==> src/rtl/sdclk_pkg.sv <==
package sdclk_pkg;

  typedef enum logic [1:0] {
    REG_DIV = 2'd0,
    REG_SRC = 2'd1,
    REG_ENA = 2'd2,
    REG_CMD = 2'd3
  } reg_sel_e;

  typedef enum logic [1:0] {
    UPD_IDLE = 2'd0,
    UPD_HOLD = 2'd1,
    UPD_SYNC = 2'd2
  } upd_st_e;

  localparam int CMD_START_BIT = 7;
  localparam int CMD_WAIT_BIT  = 6;

  // Last controller cycle of a half period for divider value div.
  function automatic logic half_last(input int unsigned cnt, input int unsigned div);
    return (cnt + 1) >= div;
  endfunction

endpackage

==> src/rtl/sdclk_regs.sv <==
module sdclk_regs
  import sdclk_pkg::*;
#(
  parameter int DATA_W = 8,
  parameter int DIV_W  = 8,
  parameter int SRC_W  = 2
) (
  input  logic              clk,
  input  logic              rst_n,
  input  logic              wr_en,
  input  logic [1:0]        wr_sel,
  input  logic [DATA_W-1:0] wr_data,
  output logic [DIV_W-1:0]  sh_div,
  output logic [SRC_W-1:0]  sh_src,
  output logic              sh_en,
  output logic              cmd_start,
  output logic              cmd_wait
);

  always_ff @(posedge clk or negedge rst_n) begin
    if (!rst_n) begin
      sh_div <= '0;
      sh_src <= '0;
      sh_en  <= 1'b0;
    end else if (wr_en) begin
      case (reg_sel_e'(wr_sel))
        REG_DIV: sh_div <= wr_data[DIV_W-1:0];
        REG_SRC: sh_src <= wr_data[SRC_W-1:0];
        REG_ENA: sh_en  <= wr_data[0];
        default: ;
      endcase
    end
  end

  assign cmd_start = wr_en && (reg_sel_e'(wr_sel) == REG_CMD) && wr_data[CMD_START_BIT];
  assign cmd_wait  = wr_data[CMD_WAIT_BIT];

endmodule

==> src/rtl/sdclk_upd_ctrl.sv <==
module sdclk_upd_ctrl
  import sdclk_pkg::*;
(
  input  logic clk,
  input  logic rst_n,
  input  logic cmd_start,
  input  logic cmd_wait,
  input  logic xfer_busy,
  input  logic phase_low,
  output logic busy,
  output logic in_hold,
  output logic load_evt
);

  upd_st_e st_q, st_d;

  always_comb begin
    st_d = st_q;
    unique case (st_q)
      UPD_IDLE: if (cmd_start) st_d = cmd_wait ? UPD_HOLD : UPD_SYNC;
      UPD_HOLD: if (!xfer_busy) st_d = UPD_SYNC;
      UPD_SYNC: if (phase_low) st_d = UPD_IDLE;
      default:  st_d = UPD_IDLE;
    endcase
  end

  always_ff @(posedge clk or negedge rst_n) begin
    if (!rst_n) st_q <= UPD_IDLE;
    else        st_q <= st_d;
  end

  assign busy     = (st_q != UPD_IDLE);
  assign in_hold  = (st_q == UPD_HOLD);
  assign load_evt = (st_q == UPD_SYNC) && phase_low;

endmodule

==> src/rtl/sdclk_divider.sv <==
module sdclk_divider
  import sdclk_pkg::*;
#(
  parameter int DIV_W = 8
) (
  input  logic             clk,
  input  logic             rst_n,
  input  logic             load_evt,
  input  logic [DIV_W-1:0] new_div,
  input  logic             new_en,
  output logic             div_phase,
  output logic             phase_low,
  output logic             card_clk
);

  logic [DIV_W-1:0] act_div, cnt_q;
  logic             act_en;
  logic             gate_q, byp_q;

  always_ff @(posedge clk or negedge rst_n) begin
    if (!rst_n) begin
      act_div   <= '0;
      act_en    <= 1'b0;
      cnt_q     <= '0;
      div_phase <= 1'b0;
    end else if (load_evt) begin
      act_div   <= new_div;
      act_en    <= new_en;
      cnt_q     <= '0;
      div_phase <= 1'b0;
    end else if (act_div == '0) begin
      cnt_q     <= '0;
      div_phase <= 1'b0;
    end else if (half_last(32'(cnt_q), 32'(act_div))) begin
      cnt_q     <= '0;
      div_phase <= ~div_phase;
    end else begin
      cnt_q     <= cnt_q + 1'b1;
    end
  end

  // Gate and mode select move only on the falling edge, while clk is low.
  always_ff @(negedge clk or negedge rst_n) begin
    if (!rst_n) begin
      gate_q <= 1'b0;
      byp_q  <= 1'b1;
    end else begin
      gate_q <= act_en;
      byp_q  <= (act_div == '0);
    end
  end

  assign phase_low = (act_div == '0) || !div_phase;
  assign card_clk  = gate_q & (byp_q ? clk : div_phase);

endmodule

==> src/rtl/sdclk_gen.sv <==
module sdclk_gen
  import sdclk_pkg::*;
#(
  parameter int DATA_W = 8,
  parameter int DIV_W  = 8,
  parameter int SRC_W  = 2
) (
  input  logic              clk,
  input  logic              rst_n,
  input  logic              wr_en,
  input  logic [1:0]        wr_sel,
  input  logic [DATA_W-1:0] wr_data,
  input  logic              xfer_busy,
  output logic              upd_busy,
  output logic [SRC_W-1:0]  src_sel,
  output logic              card_clk
);

  logic [DIV_W-1:0] sh_div;
  logic [SRC_W-1:0] sh_src;
  logic             sh_en, cmd_start, cmd_wait, cmd_accept;
  logic             phase_low, div_phase, in_hold, load_evt;

  sdclk_regs #(.DATA_W(DATA_W), .DIV_W(DIV_W), .SRC_W(SRC_W)) regs_i (
    .clk(clk), .rst_n(rst_n), .wr_en(wr_en), .wr_sel(wr_sel), .wr_data(wr_data),
    .sh_div(sh_div), .sh_src(sh_src), .sh_en(sh_en),
    .cmd_start(cmd_start), .cmd_wait(cmd_wait)
  );

  assign cmd_accept = cmd_start && !upd_busy;

  sdclk_upd_ctrl ctrl_i (
    .clk(clk), .rst_n(rst_n), .cmd_start(cmd_accept), .cmd_wait(cmd_wait),
    .xfer_busy(xfer_busy), .phase_low(phase_low),
    .busy(upd_busy), .in_hold(in_hold), .load_evt(load_evt)
  );

  sdclk_divider #(.DIV_W(DIV_W)) div_i (
    .clk(clk), .rst_n(rst_n), .load_evt(load_evt), .new_div(sh_div), .new_en(sh_en),
    .div_phase(div_phase), .phase_low(phase_low), .card_clk(card_clk)
  );

  always_ff @(posedge clk or negedge rst_n) begin
    if (!rst_n)        src_sel <= '0;
    else if (load_evt) src_sel <= sh_src;
  end

endmodule

==> config.mk <==
export PLATFORM = sky130hd
export DESIGN_NAME = sdclk_gen
export DESIGN_NICKNAME = d
export VERILOG_FILES = /design/src/rtl/sdclk_pkg.sv /design/src/rtl/sdclk_regs.sv /design/src/rtl/sdclk_upd_ctrl.sv /design/src/rtl/sdclk_divider.sv /design/src/rtl/sdclk_gen.sv
export SDC_FILE = /design/constraint.sdc
export NUM_CORES = 1
export LEC_CHECK = 0
export BUFFER_PORTS_ARGS = -buffer_cell sky130_fd_sc_hd__clkbuf_2
export CORE_MARGIN = 1.5
export CORE_UTILIZATION = 55
export CTS_CLUSTER_SIZE = 28
export DETAILED_ROUTE_END_ITERATION = 8
export PLACE_DENSITY = 0.75
export SLEW_MARGIN = 20
export SYNTH_ARGS = -nofsm -noshare
export SYNTH_HDL_FRONTEND = slang
export SYNTH_SLANG_ARGS = --single-unit
==> constraint.sdc <==
create_clock -name clk -period 4.6 [get_ports clk]
set_input_delay 0.46 -clock clk [delete_from_list [all_inputs] [get_ports clk]]
set_output_delay 0.46 -clock clk [all_outputs]
set_load 0.02 [all_outputs]
==> impl_metrics.env <==
export IMPL_wl_per_cell_um=14.7
export IMPL_final_max_slew_viol_count=0
export IMPL_worst_pin_slew_ns=0.652
export IMPL_tns_ns=0
export IMPL_drtAntennaViolNets=0
export IMPL_dieWidth_um=58.7
export IMPL_overflow=0
export IMPL_final_cells=199
export IMPL_viasPerCell=5.42
export IMPL_routed_wl_um=2930
export IMPL_slew_headroom=0.564
export IMPL_fin_skew_ns=0.0588
export IMPL_boundaryPins=18
export IMPL_synthFlopType="dfrtp_1"
export IMPL_drc=0
export IMPL_p_per_area_mw_per_mm2=561
export IMPL_r2r_slack_ns=1.18
export IMPL_drive_gt1_frac=0.349
export IMPL_ys_warnings_count=0
export IMPL_rr_worst_depth=3
export IMPL_cts_setup_buffers=0
export IMPL_timing_rr_start="div_i.act_div[1]"
export IMPL_crit_fanout=1
export IMPL_antenna_cells=0
export IMPL_syn_area_per_cell_um2=12.5
export IMPL_critPathKind="flip-flop to primary output"
export IMPL_synthDistinctLibCells=33
export IMPL_drt_first_iter_violations=35
export IMPL_rsz0062_at_grt="no"
export IMPL_core_area_mm2=0.00300
export IMPL_area_growth_pct=12.5
export IMPL_yosysTopAreaCell="dfrtp_1"
export IMPL_synth_area_leaders="dfrtp_1 (48%), mux2_4 (8.8%), mux2_2 (7.9%)"
export IMPL_finalHoldViolCount=0
export IMPL_cts_resized=0
export IMPL_dieArea_mm2=0.00345
export IMPL_endpoint="card_clk"
export IMPL_start_util=0.568
export IMPL_cts_tree="built"
export IMPL_clkTransAtPathRegs_ns=0.11
export IMPL_syn_area_mm2=0.00171
export IMPL_nNetsFinal=188
export IMPL_clock_latency_ns=0.51
export IMPL_required_ns=4.14
export IMPL_routed_via_count=1079
export IMPL_leakage_nw=0.968
export IMPL_setup_viol=0
export IMPL_antenna_found_initial=0
export IMPL_cp_arrival_ns=3.72
export IMPL_synth_most_common_cell="dfrtp_1"
export IMPL_synth_top_area_share=0.484
export IMPL_regToRegEndpoint="div_i.byp_q"
export IMPL_dp_cells=187
export IMPL_die_height_um=58.7
export IMPL_start_kind="flip-flop"
export IMPL_post_dp_hpwl_um=2190
export IMPL_syn_inst=137
export IMPL_ys_async_sr_fraction=1.00
export IMPL_synthTopCellsByCount="dfrtp_1 (33), mux2_2 (12), inv_1 (11)"
export IMPL_place_port_buffers=17
export IMPL_synth_edf_count=0
export IMPL_hold_class="input port to flip-flop"
export IMPL_syn_nets=160
export IMPL_track_usage=0.215
export IMPL_status="finished clean"
export IMPL_synth_seq_cells=35
export IMPL_gp_congestion=0.740
export IMPL_grt_pass1_vias=1176
export IMPL_dr_pass1_iters=4
export IMPL_grt_pass1_wl_um=5240
export IMPL_vdd_drop_max_mv=0.337
export IMPL_cp_startpoint="div_i.byp_q"
export IMPL_cts_hold_buf=1
export IMPL_maxCapViolCount=0
export IMPL_placementRows=20
export IMPL_grt_max_degree=27
export IMPL_ys_seq_area_frac=0.514
export IMPL_cp_end_kind="primary output"
==> worst min-delay path by stage <==
stage               start               end  slack, ns  cells past startpoint
5_1_grt        wr_data[3]  regs_i.sh_div[3]       0.21                      2
6_report       wr_data[3]  regs_i.sh_div[3]       0.24                      2
2_1_floorplan       rst_n    ctrl_i.st_q[0]       0.16                      0
3_5_place_dp        rst_n    div_i.cnt_q[7]       0.35                      1
4_1_cts        wr_data[3]  regs_i.sh_div[3]       0.22                      2
3_3_place_gp        rst_n    div_i.cnt_q[7]       0.34                      1
==> registers in the layout, summed over array words and instances, names as in the netlist <==
signal           flops
ctrl_i.st_q          2
div_i.act_div        8
div_i.act_en         1
div_i.byp_q          1
div_i.cnt_q          8
div_i.div_phase      1
div_i.gate_q         1
regs_i.sh_div        8
regs_i.sh_en         1
regs_i.sh_src        2
src_sel              2
==> cell families after synthesis <==
logic type / synth area share
and+or+nand+nor: 0.141
DFF: 0.514
muxes: 0.179
buffers and inverters: 0.0308
AOI/OAI and AO/OA: 0.0389
adders and majority gates: 0.0660
xor gates and xnor gates: 0.0308
==> power by group <==
group	total, mW	leakage, nW	switching (mW)	internal [mW]
combinational	0.379	0.481	0.180	0.198
sequential	0.476	0.432	0.0715	0.404
clock	0.223	0.0544	0.129	0.0945
==> layout by cell type (no fill, tap or decap), types with 3 or more instances in the layout <==
| cell | n |
|---|---|
| inv_1 | 11 |
| clkbuf_2 | 17 |
| nor2b_1 | 8 |
| nand2_1 | 7 |
| ha_1 | 9 |
| mux2_4 | 10 |
| nand3_1 | 4 |
| nor4_1 | 3 |
| clkbuf_4 | 8 |
| xor2_1 | 3 |
| mux2_2 | 12 |
| nor2_1 | 8 |
| dfrtp_1 | 33 |
| xnor2_1 | 3 |
==> per-stage QoR <==
step	area, µm²	hold slack, ns	setup slack (ns)	power, mW	util
after global routing	1920	0.205	0.364	1.18	0.639
after detailed placement	1830	0.346	0.977	0.879	0.609
after CTS	1920	0.218	0.390	1.09	0.639
final	1920	0.238	0.416	1.08	0.639
after floorplan	1710	0.164	0.953	0.778	-
after global placement	1830	0.340	0.979	0.854	0.609
==> critical path, cell delays in order (launching register included) <==
cell and delay [ns]:
dfstp_2 0.52, mux2i_1 0.19, nor2b_1 0.06, clkbuf_2 0.15
==> layout make-up <==
type                       instances  area [µm²]
fill                             245        1080
sequential                        35         877
clock buffer                       9        65.1
timing repair buffer              18        97.6
tap                               33        41.3
clock inverter                     4        23.8
multi-input combinational         90         777
inverter                          10        37.5
==> per-layer routing <==
metal  wire [µm]  global-route usage  vias to the layer above
li1            -                   -                      534
met1        1320               0.260                      514
met2        1430               0.332                       23
met3         111              0.0945                        8
met4          70              0.0974                        0
met5           0                   0                        -
Note: power is estimated with default switching activity, not from simulation.
